`src/rtl/lapic_timer.sv`:
```
module lapic_timer #(
  parameter int DATA_W    = 32,
  parameter int VEC_W     = 8,
  parameter int MAX_SHIFT = 7
) (
  input  logic              clk,
  input  logic              rst_n,
  input  logic              wr_en,
  input  logic [1:0]        wr_sel,
  input  logic [DATA_W-1:0] wr_data,
  input  logic [1:0]        rd_sel,
  output logic [DATA_W-1:0] rd_data,
  output logic              irq_valid,
  output logic [VEC_W-1:0]  irq_vector
);
  localparam int SH_W     = $clog2(MAX_SHIFT + 1);
  localparam int PRE_W    = MAX_SHIFT;
  localparam int MASK_BIT = 16;
  localparam int MODE_BIT = 17;
  localparam logic [1:0] SEL_LVT = 2'd0, SEL_DIV = 2'd1, SEL_INIT = 2'd2;

  logic [VEC_W-1:0]  vec_q;
  logic              mask_q, per_q, wrapped_q;
  logic [2:0]        div_q;
  logic [SH_W-1:0]   shift_q;
  logic [PRE_W-1:0]  pre_q;
  logic [DATA_W-1:0] init_q, phase_q;

  function automatic logic [SH_W-1:0] code_shift(input logic [2:0] c);
    return (c == 3'd7) ? '0 : SH_W'(c) + SH_W'(1);
  endfunction

  logic              load, running, tick, expire, fire;
  logic [PRE_W-1:0]  pre_nx, div_mask;
  logic [DATA_W-1:0] cur_cnt;

  assign load     = wr_en && (wr_sel == SEL_INIT);
  assign running  = (init_q != '0);
  assign pre_nx   = pre_q + PRE_W'(1);
  assign div_mask = ~({PRE_W{1'b1}} << shift_q);
  assign tick     = ((pre_nx & div_mask) == '0);
  assign expire   = running && tick && (phase_q == '0) && (per_q || !wrapped_q);
  assign fire     = expire && !mask_q && !load;
  assign cur_cnt  = (per_q || !wrapped_q) ? phase_q : '0;

  always_ff @(posedge clk) begin
    if (!rst_n) begin
      vec_q      <= '0;
      mask_q     <= 1'b1;
      per_q      <= 1'b0;
      div_q      <= '0;
      shift_q    <= '0;
      pre_q      <= '0;
      init_q     <= '0;
      phase_q    <= '0;
      wrapped_q  <= 1'b0;
      irq_valid  <= 1'b0;
      irq_vector <= '0;
    end else begin
      irq_valid  <= fire;
      irq_vector <= vec_q;
      if (wr_en && wr_sel == SEL_LVT) begin
        vec_q  <= wr_data[VEC_W-1:0];
        mask_q <= wr_data[MASK_BIT];
        per_q  <= wr_data[MODE_BIT];
      end
      if (wr_en && wr_sel == SEL_DIV)
        div_q <= {wr_data[3], wr_data[1:0]};
      if (load) begin
        init_q    <= wr_data;
        phase_q   <= wr_data;
        pre_q     <= '0;
        wrapped_q <= 1'b0;
        shift_q   <= code_shift(div_q);
      end else if (running) begin
        pre_q <= pre_nx;
        if (tick) begin
          if (phase_q == '0) begin
            phase_q   <= init_q;
            wrapped_q <= 1'b1;
          end else begin
            phase_q <= phase_q - DATA_W'(1);
          end
        end
      end
    end
  end

  always_comb begin
    rd_data = '0;
    case (rd_sel)
      2'd0: begin
        rd_data[VEC_W-1:0] = vec_q;
        rd_data[MASK_BIT]  = mask_q;
        rd_data[MODE_BIT]  = per_q;
      end
      2'd1:    rd_data[3:0] = {div_q[2], 1'b0, div_q[1:0]};
      2'd2:    rd_data = init_q;
      default: rd_data = cur_cnt;
    endcase
  end

  AST_IRQ_PULSE: assert property (@(posedge clk) disable iff (!rst_n)
    irq_valid |=> !irq_valid);
  AST_MASK_GATES: assert property (@(posedge clk) disable iff (!rst_n)
    irq_valid |-> !$past(mask_q));
  AST_ZERO_SILENT: assert property (@(posedge clk) disable iff (!rst_n)
    (init_q == '0) |=> !irq_valid);
  AST_CNT_BOUND: assert property (@(posedge clk) disable iff (!rst_n)
    cur_cnt <= init_q);
  AST_ONESHOT_DRAINED: assert property (@(posedge clk) disable iff (!rst_n)
    (irq_valid && !per_q && !$past(wr_en)) |-> (cur_cnt == '0));
endmodule

```
`config.mk`:
```
export PLATFORM = sky130hd
export DESIGN_NAME = lapic_timer
export DESIGN_NICKNAME = d
export VERILOG_FILES = /design/src/rtl/lapic_timer.sv
export SDC_FILE = /design/constraint.sdc
export NUM_CORES = 1
export LEC_CHECK = 0
export ABC_CLOCK_PERIOD_IN_PS = 6440
export BUFFER_PORTS_ARGS = -buffer_cell sky130_fd_sc_hd__clkbuf_2
export CAP_MARGIN = 20
export CELL_PAD_IN_SITES_DETAIL_PLACEMENT = 0
export CELL_PAD_IN_SITES_GLOBAL_PLACEMENT = 2
export CORE_MARGIN = 10
export CORE_UTILIZATION = 36
export CTS_CLUSTER_SIZE = 12
export DETAILED_ROUTE_END_ITERATION = 8
export PLACE_DENSITY = 0.84
export REMOVE_ABC_BUFFERS = 1
export SLEW_MARGIN = 0
export SYNTH_ARGS = -nofsm -noshare
export SYNTH_HDL_FRONTEND = slang
export SYNTH_SLANG_ARGS = --single-unit
```
`constraint.sdc`:
```
create_clock -name clk -period 6.44 [get_ports clk]
set_input_delay 0.322 -clock clk [delete_from_list [all_inputs] [get_ports clk]]
set_output_delay 0.322 -clock clk [all_outputs]
set_load 0.1 [all_outputs]
```
* Yosys cells after proc, flatten, opt, wreduce, memory -nomap -nowiden *
Index checks and enable logic that the tools add are counted.

storage, ports and cells
  bits in registers = 97
  output and inout port bits = 41

cells by class
  $add $sub $neg = 3
  equal/unequal tests = 5
  shift operators = 1
  muxes and demuxes = 11
  bitwise logic cells = 3
  reduce and logical (&&, ||, !) cells = 23

operators by type and width
  cell                     number
  $mux W32                 5
  $logic_not A32 Y1        1
  $reduce_bool A32 Y1      1
  $sub A32 B1 Y32 const B  1
  $pmux W14 S2             1
  $pmux W4 S3              2
  $pmux W8 S2              1
  $logic_and A1 B1 Y1      8
  $add A7 B1 Y7 const B    1
  $and A7 B7 Y7            1
  $logic_not A7 Y1         1
  $not A7 Y7               1
  $shl A7 B3 Y7 const A    1
  $pmux W2 S3              1
  $eq A2 B1 Y1 const B     2
  $eq A2 B2 Y1 const B     2
  $logic_not A2 Y1         2
  $reduce_bool A2 Y1       2
  $reduce_or A2 Y1         2
  $add A3 B1 Y3 const B    1
  $eq A3 B3 Y1 const B     1
  $logic_not A1 Y1         3
  $mux W3                  1
  $reduce_and A3 Y1        1
  3 further kinds          3

* Longest topological paths before layout *
Gate-level depths: netlist (run 1).

  depth after elaboration = 9
  depth in mapped cells = 10
  depth with buffers taken out = 8

* Worst setup path after synthesis (run 1) *
OpenSTA, ideal clock, no wires.

  kind = input to output
  start point = input port rd_sel[0]
  end point = output port rd_data[3]
  data arrival time = 2.438 ns
  required time = 6.118 ns
  slack = 3.680 ns
  cell stages on the path = 4
  path buffers = 2
  cell sequence = clkbuf_1 > clkbuf_1 > a211oi_1 > a21oi_1

on the way
  longest elaborated chain between the ends = 2
  elaborated cells on any way between the ends = 4

ends and longest elaborated chain
  item                                        RTL line  source
  start, declared                             11        input logic [1:0] rd_sel,
  $eq A2 B2 Y1, or another cell as far along  91        case (rd_sel)
  $pmux W4 S3 *                               91
  end, declared                               12        output logic [DATA_W-1:0] rd_data,

Every way passes the cells marked *; elsewhere a longest branch is shown, timed or not.

* Worst setup path after layout (run 1) *
  start point = register phase_q[17]
  end point = register phase_q[4]

on the way
  longest elaborated chain between the ends = 5

ends and longest elaborated chain
  item                    RTL line  source
  start, declared         27        logic [DATA_W-1:0] init_q, phase_q;
  start signal, assigned  71        phase_q <= wr_data;
  start signal, assigned  79        phase_q <= init_q;
  start signal, assigned  82        phase_q <= phase_q - DATA_W'(1);
  $logic_not A32 Y1       78        if (phase_q == '0) begin
  $mux W32                78
  $mux W32                77        if (tick) begin
  $mux W32                75        end else if (running) begin
  $mux W32                69        if (load) begin

No other way between the ends. The select of a mux whose other input is x is not followed.
A chain may end at the register's enable or synchronous reset.

==> impl_metrics.yaml, run 1 <==
floorplanning:
  ios: 80
  dieHeight_microns: 144
  die_w_microns: 144
  core_sq_um: 15100
  die-area_sq_um: 20800
  initial_utilization_pct: 36.7
  num_rows: 45
cells_and_area:
  fillers: 1573
  drive_gt1_share_pct: 17.0
  area_growth_pct: 14.1
  final_common_cell: "nand2_1"
  stdcell_area_sq_um: 6340
  final_cell_mix: "107 x nand2_1, 97 x dfxtp_1, 79 x clkbuf_2"
  final_util_pct: 41.9
  final_nets: 786
  finalNonFillerCells: 935
  antenna_cells: 0
outcome:
  status: "complete, no violations"
worst_setup_path:
  rrSetupSlack_ps: 3430
  start_kind: "register"
  rr_startpoint: "phase_q[17]"
  r2r_cells: 7
  arrival_ps: 3300
  required_ps: 6730
  cp-end-kind: "register"
  critPathKind: "reg2reg"
  crit_fanout: 12
  rr_endpoint: "phase_q[4]"
routing:
  vias_per_cell: 5.76
  routedWlPerCell_microns: 19.6
  num_vias: 5388
  drc_errors: 0
  drtIter0Drc: 590
  drt-pass1-iter-count: 5
  routed_wl_mm: 18.3
  antenna_violating_nets_post_route: 0
yosys:
  yosysUniqueCellTypes: 70
  syn_avg_cell_area_sq_um: 7.94
  synth_area_leaders: "dfxtp_1 35%, nand2_1 7.2%, a21boi_0 4.9%"
  synth-seq-cells: 97
  seq_area_frac_synth_pct: 34.9
  yosys.area.top_type: "dfxtp_1"
  synth_top_area_share_pct: 34.9
  ys.flop_type: "dfxtp_1"
  yosysWarnings: 0
  syn-cell-area_sq_um: 5560
  synthArstFlopShare_pct: 0
  netlist_instances: 700
  synth_enable_flop_cells: 0
flow_run:
  cap_violations: 0
cts:
  hold_buffers: 0
  clock-root-buffer: "clkbuf_16"
  h-tree-depth: 3
  cts_resized: 0
  postCtsSetupBuffers: 0
  cts_tree: "done"
  numCtsBuffers: 9
  clock_latency_ps: 360
  cts_buffer_depth: 2
  clock_sinks: 97
  clk_pin_slew_ps: 70
timing:
  finalMaxSlewViolations: 0
  rsz0062_at_grt: "false"
  fin_crit_ps: 3010
  fin_tns_setup_ps: 0
  max_slew.worst_pin.slew_ps: 982
  relSlewSlack_pct: 34.4
  fmax_ghz: 0.332
  period_share_pct: 46.7
  hold_violations: 0
  finClkSkew_ps: 7.78
  setup_viol: 0
global_route:
  grt_overflow_total: 0
  antenna_found_initial: 0
  grt.total_usage_pct: 17.5
  grt_max_degree: 82
  grt_pass1_wl_mm: 29.0
  grt_pass1_vias: 5246
worst_hold_path:
  hp-start: "wr_data[28]"
  whs_path_depth: 3
  holdPathEnd: "init_q[28]"
  hold_path.class: "in2reg"
power:
  ir_drop_uv: 169
  power_density_nw_per_um2: 328
  p_total_mw: 2.08
  leakagePower_nw: 2.44
placed_design:
  dp_hpwl_mm: 12.4
  place.gp.congestion: 0.885
  numPortBuffers: 79
  dpl.cell_count: 918
  place_area_sq_um: 6030
## cells in the mapped netlist (15+ instances only)
library cell,n
a211oi_1,15
a21boi_0,36
a21oi_1,25
a22o_1,29
clkbuf_1,45
dfxtp_1,97
mux2i_1,17
nand2_1,107
nor2_1,49
nor2b_1,20
nor3_1,22
o21ai_0,33
## worst max-delay path, cell delays in order (launching register included)
cell and delay, ps:
dfxtp_1 380, nor3_1 530, nand4_2 330, nand4b_1 650, buf_4 400, a2111oi_2 310
o21ai_0 130, a21oi_1 200
## metal layers
layer / global-route usage [%] / share of wire (%)
met5: 0 / 0
met4: 6.70 / 2.3
met3: 3.44 / 6.2
met2: 26.5 / 44
met1: 24.0 / 47
## cells by family after synthesis
| logic type | synth area share, % |
|---|---|
| simple gates | 26.3 |
| flops | 34.9 |
| compound gates | 27.2 |
| fa+ha+maj | 1.13 |
| xor+xnor | 2.05 |
| buf+inv | 5.27 |
| mux | 3.06 |
## power by group
| part | switching, mW | internal (mW) |
|---|---|---|
| clock network | 0.251 | 0.303 |
| logic | 0.506 | 0.255 |
| registers | 0.100 | 0.663 |
| total | 0.857 | 1.22 |
## stage by stage
stage	hold WS [ps]	setup slack, ps
after floorplan	384	3000
after global routing	206	3140
after detailed placement	464	3470
final	207	3430
after CTS	204	3450
after global placement	461	3500
## registers in the layout, indices dropped and copies added (netlist names)
signal and count:
shift_q 3, pre_q 7, per_q 1, init_q 32
mask_q 1, vec_q 8, phase_q 32, div_q 3
irq_vector 8, wrapped_q 1, irq_valid 1
## final cells by class
class / count / area, sq um / area share, %
multi-input cells: 534 / 3340 / 52.7
flip-flops and latches: 97 / 1940 / 30.6
repair buffers: 89 / 482 / 7.60
well taps: 188 / 235 / 3.71
clock buffers: 10 / 229 / 3.61
clock inverters: 6 / 68.8 / 1.09
inverters: 11 / 41.3 / 0.651
## worst max-delay path by stage
stage	start	to	slack (ps)
after floorplan	pre_q[0]	phase_q[7]	3000
after global placement	rd_sel[0]	rd_data[15]	3500
after detailed placement	phase_q[17]	phase_q[4]	3470
after CTS	phase_q[17]	phase_q[4]	3450
after global routing	phase_q[17]	phase_q[4]	3140
final	phase_q[17]	phase_q[4]	3430
(Power assumes the default switching activity.)
==> inputs of run 2 (changes only) <==
--- a/config.mk
+++ b/config.mk
@@ -5,16 +5,16 @@
 export SDC_FILE = /design/constraint.sdc
 export NUM_CORES = 1
 export LEC_CHECK = 0
-export ABC_CLOCK_PERIOD_IN_PS = 6440
+export ABC_CLOCK_PERIOD_IN_PS = 2670
 export BUFFER_PORTS_ARGS = -buffer_cell sky130_fd_sc_hd__clkbuf_2
 export CAP_MARGIN = 20
 export CELL_PAD_IN_SITES_DETAIL_PLACEMENT = 0
 export CELL_PAD_IN_SITES_GLOBAL_PLACEMENT = 2
 export CORE_MARGIN = 10
-export CORE_UTILIZATION = 36
+export CORE_UTILIZATION = 30
 export CTS_CLUSTER_SIZE = 12
 export DETAILED_ROUTE_END_ITERATION = 8
-export PLACE_DENSITY = 0.84
+export PLACE_DENSITY = 0.74
 export REMOVE_ABC_BUFFERS = 1
 export SLEW_MARGIN = 0
 export SYNTH_ARGS = -nofsm -noshare
==> constraint.sdc (replaced) <==
create_clock -name clk -period 2.67 [get_ports clk]
set_input_delay 0.1335 -clock clk [delete_from_list [all_inputs] [get_ports clk]]
set_output_delay 0.1335 -clock clk [all_outputs]
set_load 0.1 [all_outputs]
==> run 2 against run 1 <==
  * Combinational power rose to 2.8 times the previous value
  * Critical path depth up 1
  * Count of clock-buffer cells in the layout up 3
  * First-iteration DRC count down 36%
  * Sequential cell count unchanged
  * Cell count up 7.0%
  * Sequential power up 140%
  * Global-route usage down 1.6 points
  * Clock power up 130%
  * Die area up 17%
  * Register-to-register slack worse by 3200 ps
==> impl_metrics.yaml, run 2 (synthesized netlist as in run 1, its figures left out) <==
global_route:
  grt_util_met3_pct: 3.58
  grt_overflow_total: 0
  grt_pass1_wl_mm: 31.0
  grt_pass1_vias: 5515
  use_met2_pct: 25.4
  grt.total_usage_pct: 15.9
  antenna_found_initial: 0
  busiest_layer: "met2"
  met1_usage_pct: 21.1
  grt_max_degree: 69
worst_setup_path:
  crit_buf_inv: 1
  arrival_ps: 2740
  slowest_stage: "dfxtp_1"
  required_ps: 2950
  critPathKind: "reg2reg"
  crit_path_max_incr_delay_ps: 440
  crit_chain: "ha_1, o21a_1, o22ai_1, o21ai_0, or3_1, buf_12, a211o_1, a31oi_1"
  crit_family: "compound AO/OA/AOI/OAI gates"
  cp-end-kind: "register"
  crit_fanout: 33
  start_kind: "register"
routing:
  drt-pass1-iter-count: 5
  drtIter0Drc: 380
  drc_errors: 0
  antenna_violating_nets_post_route: 0
  num_vias: 5514
  routedWlPerCell_microns: 19.2
  vias_per_cell: 5.51
  routed_wl_mm: 19.2
timing:
  hold-worst-slack_ps: 16.6
  relSlewSlack_pct: 55.8
  rsz0062_at_grt: "false"
  fmax_ghz: 0.406
  fin_crit_ps: 2460
  finalMaxSlewViolations: 0
  setup_viol: 0
  period_share_pct: 92.2
  max_slew.worst_pin.slew_ps: 660
  finClkSkew_ps: 7.34
  hold_violations: 0
flow_run:
  cap_violations: 0
floorplanning:
  die-area_sq_um: 24400
  die_w_microns: 156
  dieHeight_microns: 156
  core_sq_um: 18100
  initial_utilization_pct: 30.7
  ios: 80
  num_rows: 49
cts:
  cts_buffer_depth: 2
  numCtsBuffers: 9
  clock_latency_ps: 360
  clock-root-buffer: "clkbuf_16"
  clock_sinks: 97
  clk_pin_slew_ps: 70
  h-tree-depth: 3
  cts_tree: "done"
cells_and_area:
  fillers: 1891
  area_growth_pct: 25.0
  finalNonFillerCells: 1000
  final_cell_mix: "107 x nand2_1, 97 x dfxtp_1, 56 x clkbuf_2"
  final_common_cell: "nand2_1"
  final_util_pct: 38.4
  final_nets: 810
  antenna_cells: 0
  drive_gt1_share_pct: 19.5
  largestRegisters: "init_q: 32 flops, phase_q: 32 flops"
  stdcell_area_sq_um: 6950
placed_design:
  dpl.cell_count: 983
  place_area_sq_um: 6650
  place.gp.congestion: 0.821
  dp_hpwl_mm: 13.7
  numPortBuffers: 79
power:
  power_density_nw_per_um2: 751
  ir_drop_uv: 337
  leakagePower_nw: 2.65
outcome:
  status: "complete, no violations"
worst_hold_path:
  hold_path.class: "in2reg"
run 2: final timing paths:
check / slack [ps] / endpoint / start / cells past startpoint
hold reg to reg: 480 / irq_vector[0] / vec_q[0] / 1
setup / recovery: 210 / phase_q[18] / pre_q[0] / 8
setup reg to reg: 210 / phase_q[18] / pre_q[0] / 8
hold / removal: 20 / init_q[20] / wr_data[20] / 3
run 2: metal layers:
layer	up-vias	part of all wire, %
met3	21	6.2
met5	-	0
met1	2670	46
li1	2676	-
met4	0	1.3
met2	147	46
run 2: stage by stage:
stage	total power [mW]	setup WS [ps]	setup TNS, ps
after floorplan	3.18	-773	-16180
after global placement	3.95	97.9	0
after detailed placement	3.96	167	0
after CTS	5.24	140	0
after global routing	5.53	56.6	0
final	5.22	209	0
run 2: layout make-up:
type                            instances  area [sq um]  area share, %
Multi-Input combinational cell        534          3360           48.3
Sequential cell                        97          1940           27.9
Timing Repair Buffer                  113          1050           15.1
Tap cell                              229           287           4.12
Clock buffer                           13           260           3.75
Inverter                               11          41.3          0.594
Clock inverter                          3          15.0          0.216
run 2: tightest hold or removal path, cell delays in order:
cell,delay (ps)
clkbuf_2,90
nand2_1,40
a21boi_0,60
run 2: where the power goes:
| group | total [mW] | leakage, nW | internal, mW | switching (mW) |
|---|---|---|---|---|
| clock network | 1.26 | 0.139 | 0.680 | 0.580 |
| registers | 1.85 | 0.791 | 1.60 | 0.247 |
| logic | 2.11 | 1.72 | 0.824 | 1.29 |
| total | 5.22 | 2.65 | 3.10 | 2.12 |
run 2: repair_timing:
action | in CTS | in global routing
setup endpoints to repair | 0 | 3
setup buffers | 0 | 0
hold buffers | 1 | 0
hold endpoints to repair | 1 | 0
gates resized for setup | 0 | 3
